--- src/rtl/rseq_pkg.sv ---
package rseq_pkg;

  typedef enum logic [1:0] {
    CAUSE_NONE = 2'd0,
    CAUSE_LOL  = 2'd1,
    CAUSE_EXT  = 2'd2,
    CAUSE_POR  = 2'd3
  } rseq_cause_e;

  typedef enum logic [1:0] {
    ST_HOLD  = 2'd0,
    ST_XWAIT = 2'd1,
    ST_COUNT = 2'd2,
    ST_RUN   = 2'd3
  } rseq_state_e;

  // Higher encoding means higher rank.
  function automatic rseq_cause_e cause_max(rseq_cause_e a, rseq_cause_e b);
    return (a > b) ? a : b;
  endfunction

  // Status cause field {lol, ext, por}.
  function automatic logic [2:0] cause_bits(rseq_cause_e c);
    case (c)
      CAUSE_POR: return 3'b011;
      CAUSE_EXT: return 3'b010;
      CAUSE_LOL: return 3'b100;
      default:   return 3'b000;
    endcase
  endfunction

  // Counter value at which the pins are captured.
  function automatic int sample_mark(int delay, int lead);
    return delay - lead;
  endfunction

endpackage

--- src/rtl/rseq_src_merge.sv ---
module rseq_src_merge
  import rseq_pkg::*;
#(
  parameter int N_POR = 2
) (
  input  logic [N_POR-1:0] por_n_vec,
  input  logic             ext_rst_n,
  input  logic             pll_unlock,
  input  logic             lol_rst_en,
  output logic             por_req,
  output logic             ext_req,
  output logic             lol_req,
  output logic             any_req,
  output rseq_cause_e      top_cause
);

  assign por_req = ~(&por_n_vec);
  assign ext_req = ~ext_rst_n;
  assign lol_req = pll_unlock & lol_rst_en;
  assign any_req = por_req | ext_req | lol_req;

  always_comb begin
    if (por_req)      top_cause = CAUSE_POR;
    else if (ext_req) top_cause = CAUSE_EXT;
    else if (lol_req) top_cause = CAUSE_LOL;
    else              top_cause = CAUSE_NONE;
  end

endmodule

--- src/rtl/rseq_delay_cnt.sv ---
module rseq_delay_cnt
  import rseq_pkg::*;
#(
  parameter int DELAY = 64,
  parameter int LEAD  = 4
) (
  input  logic clk,
  input  logic run,
  output logic sample_now,
  output logic expire
);

  localparam int CW = $clog2(DELAY + 2);
  localparam logic [CW-1:0] LAST = CW'(DELAY);
  localparam logic [CW-1:0] MARK = CW'(sample_mark(DELAY, LEAD));
  localparam logic [CW-1:0] ONE  = CW'(1);

  logic [CW-1:0] cnt_q;

  // Count is 1 during the first countdown cycle.
  always_ff @(posedge clk) begin
    if (!run) cnt_q <= ONE;
    else      cnt_q <= cnt_q + ONE;
  end

  assign sample_now = run && (cnt_q == MARK);
  assign expire     = run && (cnt_q == LAST);

endmodule

--- src/rtl/rseq_status.sv ---
module rseq_status
  import rseq_pkg::*;
#(
  parameter int BOOT_W = 2
) (
  input  logic              clk,
  input  logic              por_req,
  input  logic              capture,
  input  rseq_cause_e       cause,
  input  logic              wake_pin,
  input  logic [BOOT_W-1:0] boot_pin,
  output logic [BOOT_W+3:0] status
);

  logic [BOOT_W+3:0] stat_q;

  always_ff @(posedge clk) begin
    if (por_req)      stat_q <= '0;
    else if (capture) stat_q <= {boot_pin, wake_pin, cause_bits(cause)};
  end

  assign status = stat_q;

endmodule

--- src/rtl/rseq_ctrl.sv ---
module rseq_ctrl
  import rseq_pkg::*;
#(
  parameter int N_POR  = 2,
  parameter int BOOT_W = 2,
  parameter int DELAY  = 64,
  parameter int LEAD   = 4
) (
  input  logic              clk,
  input  logic [N_POR-1:0]  por_n_vec,
  input  logic              ext_rst_n,
  input  logic              pll_unlock,
  input  logic              lol_rst_en,
  input  logic              clk_ref_xtal,
  input  logic              xtal_stable,
  input  logic              wake_cfg_pin,
  input  logic [BOOT_W-1:0] boot_cfg_pin,
  output logic              rst_int,
  output logic              rst_out_n,
  output logic              clk_gate_en,
  output logic              pull_up_sel,
  output logic [BOOT_W+3:0] rst_status
);

  logic        por_req, ext_req, lol_req, any_req;
  rseq_cause_e top_cause;
  rseq_state_e state_q, state_d;
  rseq_cause_e cause_q;
  logic        ref_q, pull_q;
  logic        st_count, sample_now, expire, xtal_gate;

  rseq_src_merge #(.N_POR(N_POR)) u_merge (
    .por_n_vec (por_n_vec),
    .ext_rst_n (ext_rst_n),
    .pll_unlock(pll_unlock),
    .lol_rst_en(lol_rst_en),
    .por_req   (por_req),
    .ext_req   (ext_req),
    .lol_req   (lol_req),
    .any_req   (any_req),
    .top_cause (top_cause)
  );

  assign st_count  = (state_q == ST_COUNT);
  assign xtal_gate = (cause_q == CAUSE_POR) && ref_q && !xtal_stable;

  always_comb begin
    state_d = state_q;
    if (any_req) begin
      state_d = ST_HOLD;
    end else begin
      case (state_q)
        ST_HOLD:  state_d = xtal_gate ? ST_XWAIT : ST_COUNT;
        ST_XWAIT: state_d = xtal_stable ? ST_COUNT : ST_XWAIT;
        ST_COUNT: state_d = expire ? ST_RUN : ST_COUNT;
        default:  state_d = ST_RUN;
      endcase
    end
  end

  always_ff @(posedge clk) begin
    if (por_req) begin
      state_q <= ST_HOLD;
      cause_q <= CAUSE_POR;
      ref_q   <= clk_ref_xtal;
      pull_q  <= wake_cfg_pin;
    end else begin
      state_q <= state_d;
      if (any_req) begin
        ref_q   <= clk_ref_xtal;
        pull_q  <= wake_cfg_pin;
        cause_q <= (state_q == ST_RUN) ? top_cause : cause_max(cause_q, top_cause);
      end
    end
  end

  rseq_delay_cnt #(.DELAY(DELAY), .LEAD(LEAD)) u_cnt (
    .clk       (clk),
    .run       (st_count),
    .sample_now(sample_now),
    .expire    (expire)
  );

  rseq_status #(.BOOT_W(BOOT_W)) u_stat (
    .clk     (clk),
    .por_req (por_req),
    .capture (sample_now),
    .cause   (cause_q),
    .wake_pin(wake_cfg_pin),
    .boot_pin(boot_cfg_pin),
    .status  (rst_status)
  );

  assign rst_out_n   = (state_q == ST_RUN);
  assign rst_int     = (state_q != ST_RUN);
  assign clk_gate_en = (state_q != ST_XWAIT);
  assign pull_up_sel = pull_q;

endmodule

--- config.mk ---
export PLATFORM = sky130hd
export DESIGN_NAME = rseq_ctrl
export DESIGN_NICKNAME = d
export VERILOG_FILES = /design/src/rtl/rseq_pkg.sv /design/src/rtl/rseq_src_merge.sv /design/src/rtl/rseq_delay_cnt.sv /design/src/rtl/rseq_status.sv /design/src/rtl/rseq_ctrl.sv
export SDC_FILE = /design/constraint.sdc
export NUM_CORES = 1
export LEC_CHECK = 0
export ABC_AREA = 1
export BUFFER_PORTS_ARGS = -buffer_cell sky130_fd_sc_hd__buf_2
export CAP_MARGIN = 10
export CORE_MARGIN = 4
export CORE_UTILIZATION = 35
export CTS_CLUSTER_DIAMETER = 120
export DETAILED_ROUTE_END_ITERATION = 6
export MAX_ROUTING_LAYER = met4
export SYNTH_ARGS = -nofsm -noshare
export SYNTH_HDL_FRONTEND = slang
export SYNTH_SLANG_ARGS = --single-unit
--- constraint.sdc ---
create_clock -name clk -period 1.6 [get_ports clk]
set_input_delay 0.24 -clock clk [delete_from_list [all_inputs] [get_ports clk]]
set_output_delay 0.24 -clock clk [all_outputs]
set_load 0.03 [all_outputs]
# Yosys cells after proc, flatten, opt, wreduce, memory -nomap -nowiden
# Index checks and enable logic that the tools add are counted.
totals:
  wordCells: 48
  ramBits: 0
  out_inout_bits: 10
  regBits: 19
  input_bits: 11
  n_memories: 0
  romBits: 0
  latchBits: 0
classes:
  bitwise: 5
  n_shift: 0
  n_eq_ne: 12
  order_cmp: 1
  div_mod_pow: 0
  reduce_logical: 9
  mux: 14
  mul: 0
  addsub: 1
ops:
  columns: ["cell", "count"]
  rows:
  - ["2-bit 2-to-1 mux", 6]
  - ["3-bit case mux with 3 select lines", 1]
  - ["2-bit == test, second input constant", 4]
  - ["7-bit by 1-bit adder with 7-bit output, second input constant", 1]
  - ["7-bit by 6-bit == test with 1-bit output, second input constant", 1]
  - ["7-bit == test, second input constant", 1]
  - ["1-bit 2-to-1 mux", 6]
  - ["2-bit inequality test, second input constant", 3]
  - ["2-bit case mux with 3 select lines", 1]
  - ["2-bit by 1-bit == test with 1-bit output, second input constant", 2]
  - ["1-bit logical AND", 4]
  - ["2-bit AND reduction", 2]
  - ["2-bit greater-than comparator", 1]
  - ["2-bit zero test", 1]
  - ["2-bit by 1-bit inequality test with 1-bit output, second input constant", 1]
  - ["1-bit NOT", 2]
  - ["1-bit OR", 2]
  - ["2-bit OR reduction", 1]
  - ["1-bit AND", 1]
  - ["1-bit zero test", 1]

# Logic depth before layout (Yosys ltp)
# Gate-level depths: netlist (run 1).
depth:
  word_depth: 7
  ltp_mapped: 11

# Hierarchy
# Synthesis (run 1) repeated with hierarchy kept, for this count alone.
hier_totals:
  cells_unflattened: 120
  hier_area_um2: 885.8
modules_own_cells:
  columns: ["mod", "area_per_inst_um2", "instances", "seq_area_each_um2", "cells_per_inst"]
  rows:
  - ["rseq_delay_cnt", 320.3, 1, 140.1, 43]
  - ["rseq_ctrl", 305.3, 1, 140.1, 40]
  - ["rseq_status", 216.5, 1, 120.1, 27]
  - ["rseq_src_merge", 43.8, 1, 0.0, 10]

# Least setup slack after synthesis (run 1)
# OpenSTA, ideal clock, no wires.
synth_timing:
  kind: "in2reg"
  startpoint: "input por_n_vec[0]"
  endpoint: "register cause_q[1]"
  slack_ns: 0.250
  t_arrival_ns: 1.231
  n_path_buf: 0
  t_required_ns: 1.481
  stages: 10
  cell_sequence: "nand2_1 -> inv_1 -> o21ai_0 -> ha_1 -> nand2_1 -> nand2_1 -> inv_1 -> nand3_1 -> o21ai_0 -> nand2_1"
synth_via:
  elab_chain_cells: 5
synth_lines:
  columns: ["element", "line", "rtl"]
  rows:
  - ["from (decl)", "rseq_ctrl.sv:10", "input logic [N_POR-1:0] por_n_vec,"]
  - ["2-bit AND reduction", "rseq_src_merge.sv:17", "assign por_req = ~(&por_n_vec);"]
  - ["2-bit 2-to-1 mux", "rseq_src_merge.sv:23", "if (por_req) top_cause = CAUSE_POR;"]
  - ["named net top_cause[0]", "rseq_ctrl.sv:26", "rseq_cause_e top_cause;"]
  - ["2-bit greater-than comparator", "rseq_pkg.sv:19", "return (a > b) ? a : b;"]
  - ["2-bit inequality test (no line)", null, null]
  - ["2-bit AND reduction (no line)", null, null]
  - ["to (signal assigned)", "rseq_ctrl.sv:72", "cause_q <= (state_q == ST_RUN) ? top_cause : cause_max(cause_q, top_cause);"]
  - ["to (decl)", "rseq_ctrl.sv:28", "rseq_cause_e cause_q;"]
# The timed path passes the listed nets, and every way through them passes these cells. The select of a mux whose other input is x is not followed.
# A chain may end at the register's enable or synchronous reset.

# Worst setup path in the final report (run 1)
layout_timing:
  startpoint: "register state_q[0]"
  endpoint: "output clk_gate_en"
layout_via:
  elab_chain_cells: 1
layout_lines:
  columns: ["element", "line", "rtl"]
  rows:
  - ["from (decl)", "rseq_ctrl.sv:27", "rseq_state_e state_q, state_d;"]
  - ["from (signal assigned)", "rseq_ctrl.sv:68", "state_q <= state_d;"]
  - ["2-bit by 1-bit inequality test with 1-bit output", "rseq_ctrl.sv:96", "assign clk_gate_en = (state_q != ST_XWAIT);"]
  - ["to (decl)", "rseq_ctrl.sv:20", "output logic clk_gate_en,"]
# No other way between the ends.

==> parameters.txt, run 1 <==
Parameter                              Value

Run status
  Run status    finished, final reports clean

Logic synthesis
  Synth async-reset ratio    0%
  Synthesized cell area    935.9 µm²
  Register bit count reported by yosys    19
  Synth top cells by count    sky130_fd_sc_hd__nand2_1 (34), sky130_fd_sc_hd__inv_1 (20), sky130_fd_sc_hd__dfxtp_1 (17)
  Ys Warns    0
  Synth Area per Inst    7.255 µm²
  Dominant register cell in the synthesized netlist    sky130_fd_sc_hd__dfxtp_1
  Instance count of the mapped netlist    129
  Synth unique cells    15
  Largest area contributor in the netlist    sky130_fd_sc_hd__dfxtp_1
  Top cell type's share of synthesized area    36.36%
  Portion of the post-synthesis area used by sequential elements    42.78%
  Post-synth net total    144
  Top cells by area in the synthesized netlist    sky130_fd_sc_hd__dfxtp_1 (36%), sky130_fd_sc_hd__nand2_1 (14%), sky130_fd_sc_hd__inv_1 (8.0%)
  Library cell with the highest instance count after synthesis    sky130_fd_sc_hd__nand2_1
  Count of flip-flops with a built-in enable after synthesis    2

Floorplan
  Total die area    3565 µm²
  Initial standard-cell utilization of the core    37.10%
  Core Rows    18
  I/O Pins    21
  Width of the die    59.71 µm
  Height of the chip    59.71 µm
  Core footprint    2522 µm²

Worst setup path
  Critical path launch point type    register
  Capturing element type of the critical path    primary output
  Arrival time reported for the critical path endpoint    1.16 ns
  Critical Path RT    1.36 ns
  CP Max Fanout    3
  Classification of the worst setup path    register to primary output

Drt
  Drt total wl    1.746 mm
  Routed vias/inst    4.407
  Violation count after the first detailed-route iteration    18
  Post-DRT Antenna Nets    0
  Total number of vias    802
  Mean routed wirelength per cell    9.593 µm
  Remaining routing DRC violations    0
  Number of detailed-routing iterations run before antenna repair    4

Timing
  Slew at the pin closest to its max-slew limit    0.2742 ns
  Max-slew violation count    0
  Setup repair after global routing missed its margin    no
  Worst-case headroom to the max-slew limit    81.68%
  Time the worst path needs with I/O delays and setup    1.401 ns
  Hold Violations, Final    0
  Max Clk Rate    713.6 MHz
  Setup TNS    0 ns
  Final clock period utilization by the worst path    87.58%
  Final worst clock skew    0.007038 ns
  Post-route setup slack    0.1987 ns
  Final Setup Violations    0

Placed design
  Final Wtd Congestion    0.7802
  Buffers added on ports    20
  Detailed Place HPWL    1.374 mm
  Pre-CTS worst setup slack    0.1578 ns
  Area after detailed placement    1059 µm²

Clocking
  Clock Tree Buf Depth    2
  Deepest level of the CTS H-tree    1
  Skew-Pair Late Insertion Delay    0.30 ns
  Num CTS Buffers    3
  Worst-path clk slew    0.11 ns
  Library cell used as clock root buffer    sky130_fd_sc_hd__clkbuf_4
  Number of cells upsized or downsized after cts    0
  TritonCTS clock tree    built
  Hold buffer count at cts    0
  Setup Buffers After CTS    0
  Clock Sinks    19

Pwr
  Power density over cell area    815.0 nW/µm²
  Max VDD drop    0.5870 mV
  Overall power consumption    0.0008851 W
  Reported leakage power    0.5414 nW

Finish
  Utilization after layout    43.06%
  Fraction of layout cells with a size suffix above 1    20.39%
  Area added between synthesis and finish    16.04%
  Final-stage net count    168
  Count of inserted antenna diode cells    0
  Post-route design area    1086 µm²

Global route
  First-pass GRT wire length    3.070 mm
  Met2 track demand over resource    16.98%
  Met1 capacity usage during global routing    14.83%
  Met3 usage in global routing    4.752%
  GRT Residual Overflow    0
  All-Layer GR Usage    11.59%
  Number of antenna violations at the first check in global routing    0
  Busiest layer in global routing    met2
  Pin count of the biggest net entering global routing    13
  Via count of the first global-routing pass    745

Hold path
  Type of the most critical hold path    input port to register

Job
  Max-capacitance violation count    0
-- placed cells by master (no fill, tap or decap) --
cell / count
sky130_fd_sc_hd__buf_4: 1
sky130_fd_sc_hd__inv_1: 20
sky130_fd_sc_hd__edfxtp_1: 2
sky130_fd_sc_hd__nor2_4: 2
sky130_fd_sc_hd__nor2_1: 14
sky130_fd_sc_hd__o21bai_1: 1
sky130_fd_sc_hd__clkinv_2: 1
sky130_fd_sc_hd__clkbuf_4: 3
sky130_fd_sc_hd__nand3_1: 9
sky130_fd_sc_hd__nand2_2: 3
sky130_fd_sc_hd__dfxtp_1: 17
sky130_fd_sc_hd__a21oi_1: 11
sky130_fd_sc_hd__buf_2: 20
sky130_fd_sc_hd__o21ai_0: 6
sky130_fd_sc_hd__or2_2: 1
sky130_fd_sc_hd__ha_1: 4
sky130_fd_sc_hd__nand3b_1: 3
sky130_fd_sc_hd__nand2_1: 34
-- final cells by class --
| class | count | area [µm²] |
|---|---|---|
| timing repair buffer | 21 | 107.6 |
| inverter | 20 | 75.07 |
| clock buffer | 3 | 22.52 |
| fill | 267 | 1436 |
| multi-input combinational | 88 | 437.9 |
| tap | 30 | 37.54 |
| clock inverter | 1 | 5.005 |
| sequential | 19 | 400.4 |
-- metal layers --
layer,share of wire [%],vias to the layer above
met5,0,-
met4,0.57,0
met3,5.0,2
met2,46,14
met1,49,339
li1,-,447
-- per-stage QoR --
step | hold WS (ns) | cells
6_report | 0.1018 | 182
5_1_grt | 0.08955 | 182
4_1_cts | 0.08532 | 182
3_5_place_dp | 0.4187 | 178
3_3_place_gp | 0.4129 | 178
2_1_floorplan | 0.3389 | 129
-- sequential cells by signal, summed over array words and instances, names as in the netlist --
name and flops:
u_cnt.cnt_q 7, u_stat.status 6, state_q 2, ref_q 1
pull_up_sel 1, cause_q 2
-- power by group --
group	leakage, nW	switching [W]	internal, W
Sequential	0.159	0.0000160	0.000498
Clock	0.0177	0.000154	0.0000932
Combinational	0.365	0.0000736	0.0000507
Total	0.541	0.000243	0.000642
-- logic make-up (layout without fill, tap and decap cells) --
family | Yosys count | after routing | share of synthesized area (%)
compound gates | 18 | 18 | 9.893
fa+ha+maj | 4 | 4 | 5.348
buf+inv | 22 | 45 | 10.43
flops | 19 | 19 | 42.78
simple gates | 66 | 66 | 31.55
-- worst paths after layout --
| check | start | end | slack (ns) | cells after the start |
|---|---|---|---|---|
| worst min register to register | u_cnt.cnt_q[0]$_SDFF_PN1_ | u_cnt.cnt_q[0]$_SDFF_PN1_ | 0.45 | 1 |
| worst max register to register | cause_q[0]$_SDFFE_PP1P_ | cause_q[1]$_SDFFE_PP1P_ | 0.31 | 8 |
| worst min-delay path | clk_ref_xtal | ref_q$_DFFE_PP_ | 0.10 | 1 |
| worst max-delay path | state_q[0]$_SDFF_PP0_ | clk_gate_en | 0.20 | 3 |
-- worst max-delay path: stages, from the launching register on --
cell and delay [ns]:
sky130_fd_sc_hd__dfxtp_1 0.35, sky130_fd_sc_hd__inv_1 0.07, sky130_fd_sc_hd__or2_2 0.27, sky130_fd_sc_hd__buf_2 0.18
No activity file was read; power rests on OpenSTA's default activity.
==> run 2, diff against run 1 <==
- REMOVE_ABC_BUFFERS: not set -> 1
==> run 2 against run 1 <==
- die area stayed put
- clock power is 3% lower
- wire length is 0.11% lower
- clock-buffer cell count is 1 higher
- worst setup slack better by 0.025 ns
- combinational power is 3% lower
- maximum frequency is 1.8% higher
- non-clock buffer count stayed put
- cell area is 0.12% lower
- clock skew is 0.0013 ns lower
- flip-flop and latch count stayed put
- hold slack better by 0.019 ns
- highest routed layer unchanged
==> parameters.txt, run 2 (synthesis gave the netlist of run 1 again) <==
Parameter                              Value

Finish
  Flip-flop count of the largest register, all copies and words added    7 (unchanged)
  Area added between synthesis and finish    15.91% (was 16.04%)
  Commonest non-fill, non-tap cell in the layout    sky130_fd_sc_hd__nand2_1 (unchanged)
  Fraction of layout cells with a size suffix above 1    19.74% (was 20.39%)
  Most flop-heavy register    u_cnt.cnt_q (unchanged)
  Count of inserted antenna diode cells    0 (unchanged)
  Post-route design area    1085 µm² (was 1086 µm²)
  Top library cells by usage in the layout, fill and taps aside    sky130_fd_sc_hd__nand2_1 (34), sky130_fd_sc_hd__inv_1 (20), sky130_fd_sc_hd__buf_2 (20) (unchanged)
  Number of filler instances in the final layout    275 (was 267)
  Number of cells in the finished layout apart from fillers    182 (unchanged)
  Final-stage net count    168 (unchanged)

Placed design
  Detailed Place HPWL    1.376 mm (was 1.374 mm)
  Pre-CTS worst setup slack    0.1952 ns (was 0.1578 ns)
  Area after detailed placement    1059 µm² (unchanged)
  Number of placed cells counting well taps    178 (unchanged)
  Final Wtd Congestion    0.7492 (was 0.7802)
  Buffers added on ports    20 (unchanged)

Worst setup path
  Reg-to-reg endpoint    cause_q[1]$_SDFFE_PP1P_ (unchanged)
  Family of cells with the greatest summed delay on the critical path    flip-flops (unchanged)
  Register-to-register setup slack    0.33 ns (was 0.31 ns)
  Largest stage delay on the critical path    0.34 ns (was 0.35 ns)
  Worst Reg-to-Reg Cells    8 (unchanged)
  Ordered list of cells on the worst path    inv_1 -> or2_2 -> buf_2 (unchanged)
  Critical Path RT    1.36 ns (about the same)
  Arrival time reported for the critical path endpoint    1.14 ns (was 1.16 ns)
  Critical path launch point type    register (unchanged)
  Slowest cell on crit path    sky130_fd_sc_hd__dfxtp_1 (unchanged)
  Capturing element type of the critical path    primary output (unchanged)
  CP Max Fanout    3 (unchanged)
  Worst reg2reg path startpoint    cause_q[0]$_SDFFE_PP1P_ (unchanged)
  Classification of the worst setup path    register to primary output (unchanged)
  Worst path buffer plus inverter count    2 (unchanged)

Drt
  Total number of vias    851 (was 802)
  Routed vias/inst    4.676 (was 4.407)
  Number of detailed-routing iterations run before antenna repair    6 (was 4)
  Remaining routing DRC violations    0 (unchanged)
  Drt total wl    1.744 mm (was 1.746 mm)
  Post-DRT Antenna Nets    0 (unchanged)
  Mean routed wirelength per cell    9.582 µm (was 9.593 µm)
  Violation count after the first detailed-route iteration    21 (was 18)

Floorplan
  Core footprint    2522 µm² (unchanged)
  Total die area    3565 µm² (unchanged)
  Core Rows    18 (unchanged)
  Width of the die    59.71 µm (unchanged)
  I/O Pins    21 (unchanged)
  Height of the chip    59.71 µm (unchanged)
  Initial standard-cell utilization of the core    37.10% (unchanged)

Timing
  Final clock period utilization by the worst path    86.04% (was 87.58%)
  Hold Violations, Final    0 (unchanged)
  Slew at the pin closest to its max-slew limit    0.2578 ns (was 0.2742 ns)
  Worst-case headroom to the max-slew limit    82.77% (was 81.68%)
  Max-slew violation count    0 (unchanged)
  Max Clk Rate    726.4 MHz (was 713.6 MHz)
  Final worst clock skew    0.005701 ns (was 0.007038 ns)
  Post-route setup slack    0.2233 ns (was 0.1987 ns)
  Time the worst path needs with I/O delays and setup    1.377 ns (was 1.401 ns)
  Setup repair after global routing missed its margin    no (unchanged)
  Final Setup Violations    0 (unchanged)
  Setup TNS    0 ns (unchanged)

Pwr
  Max VDD drop    0.3949 mV (was 0.5870 mV)
  Power density over cell area    807.3 nW/µm² (was 815.0 nW/µm²)
  Overall power consumption    0.0008757 W (was 0.0008851 W)
  Net switching power of the design    0.0002302 W (was 0.0002431 W)
  Portion of total power attributed to sequential cells    58.9% (was 58.1%)
  Clock share of power    27.3% (was 27.9%)
  Reported leakage power    0.5387 nW (was 0.5414 nW)
  Share of total power consumed by net switching    26.29% (was 27.47%)
  Internal power contribution    0.0006455 W (was 0.0006420 W)
  Fraction of power consumed by combinational cells    13.8% (was 14.0%)

Job
  Max-capacitance violation count    0 (unchanged)

Hold path
  Worst Hold Path Cells    1 (unchanged)
  Hold worst-path end    ref_q$_DFFE_PP_ (unchanged)
  Worst Hold Launch    clk_ref_xtal (unchanged)
  Type of the most critical hold path    input port to register (unchanged)

Global route
  All-Layer GR Usage    11.95% (was 11.59%)
  Via count of the first global-routing pass    801 (was 745)
  Pin count of the biggest net entering global routing    13 (unchanged)
  GRT Residual Overflow    0 (unchanged)
  First-pass GRT wire length    3.187 mm (was 3.070 mm)
  Number of antenna violations at the first check in global routing    0 (unchanged)

Clocking
  Worst-path clk slew    0.10 ns (was 0.11 ns)
  Hold buffer count at cts    0 (unchanged)
  Setup Buffers After CTS    0 (unchanged)
  Num CTS Buffers    3 (unchanged)
  Number of cells upsized or downsized after cts    0 (unchanged)
  Library cell used as clock root buffer    sky130_fd_sc_hd__clkbuf_4 (unchanged)
  Deepest level of the CTS H-tree    1 (unchanged)
  Clock Sinks    19 (unchanged)
  Clock Tree Buf Depth    2 (unchanged)
  Skew-Pair Late Insertion Delay    0.29 ns (was 0.30 ns)
  TritonCTS clock tree    built (unchanged)

Run status
  Run status    finished, final reports clean (unchanged)
run 2: worst max path at each step:
stage,cells past startpoint,end,slack (ns),start
finish,3,clk_gate_en,0.22,state_q[0]$_SDFF_PP0_
global placement,11,cause_q[1]$_SDFFE_PP1P_,0.23,por_n_vec[0]
CTS,3,clk_gate_en,0.19,state_q[0]$_SDFF_PP0_
global route,8,cause_q[1]$_SDFFE_PP1P_,0.13,cause_q[0]$_SDFFE_PP1P_
detailed placement,11,cause_q[1]$_SDFFE_PP1P_,0.20,por_n_vec[0]
floorplan,10,cause_q[1]$_SDFFE_PP1P_,0.25,por_n_vec[0]
run 2: layout make-up:
type | count | area (µm²) | area share [%]
Sequential cell | 19 | 400.4 | 36.91
Tap cell | 30 | 37.54 | 3.460
Clock buffer | 4 | 26.28 | 2.422
Inverter | 20 | 75.07 | 6.920
Timing Repair Buffer | 21 | 107.6 | 9.919
Multi-Input combinational cell | 88 | 437.9 | 40.37
run 2: through the flow:
step	hold slack, ns	utilization (%)
floorplan	0.3389	-
global placement	0.4137	41.96
detailed placement	0.4175	41.96
CTS	0.09911	43.01
global route	0.09244	43.01
finish	0.1209	43.01
run 2: power by group through the flow:
stage	Clock [W]	Combinational [W]	Sequential [W]
after floorplan	0	0.0000871	0.000526
after global placement	0	0.000119	0.000527
after detailed placement	0	0.000121	0.000526
after CTS	0.000257	0.000122	0.000516
after global routing	0.000277	0.000147	0.000518
final	0.000239	0.000120	0.000516
run 2: per-layer routing:
layer | vias up | share of wire (%) | global-route usage (%)
met2 | 18 | 50 | 18.98
met1 | 382 | 45 | 14.27
li1 | 449 | - | -
met3 | 2 | 4.0 | 2.592
met5 | - | 0 | -
met4 | 0 | 0.92 | 5.696
==> run 3, diff against run 2 <==
- PLACE_DENSITY_LB_ADDON: not set -> 0.12
==> run 3 against run 2 <==
- utilization barely moved
- total power fell by 0.17%
- non-clock buffer count did not move
- register-to-register slack barely moved
- worst setup slack got worse by 0.013 ns
- combinational power barely moved
- clock power barely moved
- die area did not move
- hold slack got worse by 0.0043 ns
- cell count did not move
==> parameters.txt, run 3 (synthesis gave the netlist of run 1 again) <==
Parameter                              Value

Clocking
  Hold buffer count at cts    0 (unchanged)
  Clock Sinks    19 (unchanged)
  TritonCTS clock tree    built (unchanged)
  Clock Tree Buf Depth    2 (unchanged)
  Deepest level of the CTS H-tree    1 (unchanged)
  Number of cells upsized or downsized after cts    0 (unchanged)
  Setup Buffers After CTS    0 (unchanged)
  Skew-Pair Late Insertion Delay    0.29 ns (about the same)
  Num CTS Buffers    3 (unchanged)
  Worst-path clk slew    0.11 ns (was 0.10 ns)
  Library cell used as clock root buffer    sky130_fd_sc_hd__clkbuf_4 (unchanged)

Floorplan
  Width of the die    59.71 µm (unchanged)
  Core Rows    18 (unchanged)
  Height of the chip    59.71 µm (unchanged)
  Core footprint    2522 µm² (unchanged)
  Total die area    3565 µm² (unchanged)
  Initial standard-cell utilization of the core    37.10% (unchanged)
  I/O Pins    21 (unchanged)

Timing
  Slew at the pin closest to its max-slew limit    0.2584 ns (was 0.2578 ns)
  Setup repair after global routing missed its margin    no (unchanged)
  Max Clk Rate    719.5 MHz (was 726.4 MHz)
  Final worst clock skew    0.001314 ns (was 0.005701 ns)
  Final Setup Violations    0 (unchanged)
  Time the worst path needs with I/O delays and setup    1.390 ns (was 1.377 ns)
  Setup TNS    0 ns (unchanged)
  Final clock period utilization by the worst path    86.87% (was 86.04%)
  Hold Violations, Final    0 (unchanged)
  Max-slew violation count    0 (unchanged)
  Worst-case headroom to the max-slew limit    82.73% (was 82.77%)

Drt
  Violation count after the first detailed-route iteration    63 (was 21)
  Number of detailed-routing iterations run before antenna repair    4 (was 6)
  Drt total wl    1.723 mm (was 1.744 mm)
  Post-DRT Antenna Nets    0 (unchanged)
  Total number of vias    819 (was 851)
  Mean routed wirelength per cell    9.467 µm (was 9.582 µm)
  Routed vias/inst    4.500 (was 4.676)
  Remaining routing DRC violations    0 (unchanged)

Placed design
  Detailed Place HPWL    1.352 mm (was 1.376 mm)
  Buffers added on ports    20 (unchanged)
  Area after detailed placement    1059 µm² (unchanged)
  Final Wtd Congestion    0.8253 (was 0.7492)

Global route
  Via count of the first global-routing pass    777 (was 801)
  GRT Residual Overflow    0 (unchanged)
  First-pass GRT wire length    3.091 mm (was 3.187 mm)
  Number of antenna violations at the first check in global routing    0 (unchanged)
  All-Layer GR Usage    11.78% (was 11.95%)
  Pin count of the biggest net entering global routing    13 (unchanged)

Worst setup path
  Critical Path RT    1.36 ns (about the same)
  Family of cells with the greatest summed delay on the critical path    flip-flops (unchanged)
  Worst Reg-to-Reg Cells    8 (unchanged)
  Classification of the worst setup path    register to primary output (unchanged)
  Capturing element type of the critical path    primary output (unchanged)
  Arrival time reported for the critical path endpoint    1.15 ns (was 1.14 ns)
  CP Max Fanout    3 (unchanged)
  CP Depth    3 (unchanged)
  Register-to-register setup slack    0.33 ns (about the same)
  Critical path launch point type    register (unchanged)
  Largest stage delay on the critical path    0.35 ns (was 0.34 ns)
  Worst path buffer plus inverter count    2 (unchanged)
  Ordered list of cells on the worst path    inv_1 -> or2_2 -> buf_2 (unchanged)
  Slowest cell on crit path    sky130_fd_sc_hd__dfxtp_1 (unchanged)

Hold path
  Type of the most critical hold path    input port to register (unchanged)
  Worst Hold Path Cells    1 (unchanged)

Pwr
  Reported leakage power    0.5414 nW (was 0.5387 nW)
  Max VDD drop    0.4325 mV (was 0.3949 mV)
  Power density over cell area    804.9 nW/µm² (was 807.3 nW/µm²)

Finish
  Fraction of layout cells with a size suffix above 1    20.39% (was 19.74%)
  Area added between synthesis and finish    16.04% (was 15.91%)
  Most flop-heavy register    u_cnt.cnt_q (unchanged)
  Flip-flop count of the largest register, all copies and words added    7 (unchanged)
  Top library cells by usage in the layout, fill and taps aside    sky130_fd_sc_hd__nand2_1 (34), sky130_fd_sc_hd__inv_1 (20), sky130_fd_sc_hd__buf_2 (20) (unchanged)
  Final-stage net count    168 (unchanged)
  Commonest non-fill, non-tap cell in the layout    sky130_fd_sc_hd__nand2_1 (unchanged)
  Count of inserted antenna diode cells    0 (unchanged)
  Post-route design area    1086 µm² (was 1085 µm²)

Run status
  Run status    finished, final reports clean (unchanged)

Job
  Max-capacitance violation count    0 (unchanged)
[run 3: cell types whose count changed in the layout (fill, tap and decap cells not counted), sizes merged]
| cell | before | now |
|---|---|---|
| clkbuf | 4 | 3 |
| clkinv | 0 | 1 |
[run 3: worst reg2reg max path, cell delays in order, from the launching register on]
cell                      delay [ns]
sky130_fd_sc_hd__dfxtp_1        0.41
sky130_fd_sc_hd__inv_1          0.06
sky130_fd_sc_hd__ha_1           0.28
sky130_fd_sc_hd__nand2_1        0.06
sky130_fd_sc_hd__nand2_1        0.05
sky130_fd_sc_hd__inv_1          0.07
sky130_fd_sc_hd__nand3_1        0.09
sky130_fd_sc_hd__o21ai_0        0.09
sky130_fd_sc_hd__nand2_1        0.06
[run 3: report_power, final]
| group | total [W] | internal (W) | switching, W |
|---|---|---|---|
| Clock | 0.000236 | 0.0000929 | 0.000143 |
| Sequential | 0.000515 | 0.000498 | 0.0000166 |
| Combinational | 0.000123 | 0.0000506 | 0.0000726 |
[run 3: final timing paths]
kind	from	to
setup / recovery	state_q[0]$_SDFF_PP0_	clk_gate_en
hold / removal	clk_ref_xtal	ref_q$_DFFE_PP_
setup reg to reg	cause_q[0]$_SDFFE_PP1P_	cause_q[1]$_SDFFE_PP1P_
hold reg to reg	u_cnt.cnt_q[0]$_SDFF_PN1_	u_cnt.cnt_q[0]$_SDFF_PN1_
[run 3: metal layers]
layer	wire [µm]	GRT usage, %
met1	853	14.30
met2	763	17.90
met3	80	2.592
met4	25	6.646
met5	0	-
[run 3: cell type report]
class | count | area, µm²
Inverter | 20 | 75.07
Clock buffer | 3 | 22.52
Multi-Input combinational cell | 88 | 437.9
Timing Repair Buffer | 21 | 107.6
Fill cell | 274 | 1436
Tap cell | 30 | 37.54
Clock inverter | 1 | 5.005
Sequential cell | 19 | 400.4
[run 3: per-stage QoR]
| stage | cells | setup WS (ns) | total power, W | hold slack, ns | utilization (%) |
|---|---|---|---|---|---|
| after CTS | 182 | 0.1844 | 0.0008945 | 0.1007 | 43.06 |
| after global placement | 178 | 0.2267 | 0.0006463 | 0.4092 | 41.96 |
| after floorplan | 127 | 0.2501 | 0.0006127 | 0.3389 | - |
| final | 182 | 0.2101 | 0.0008742 | 0.1166 | 43.06 |
| after detailed placement | 178 | 0.1791 | 0.0006481 | 0.4162 | 41.96 |
| after global routing | 182 | 0.1266 | 0.0009498 | 0.08914 | 43.06 |
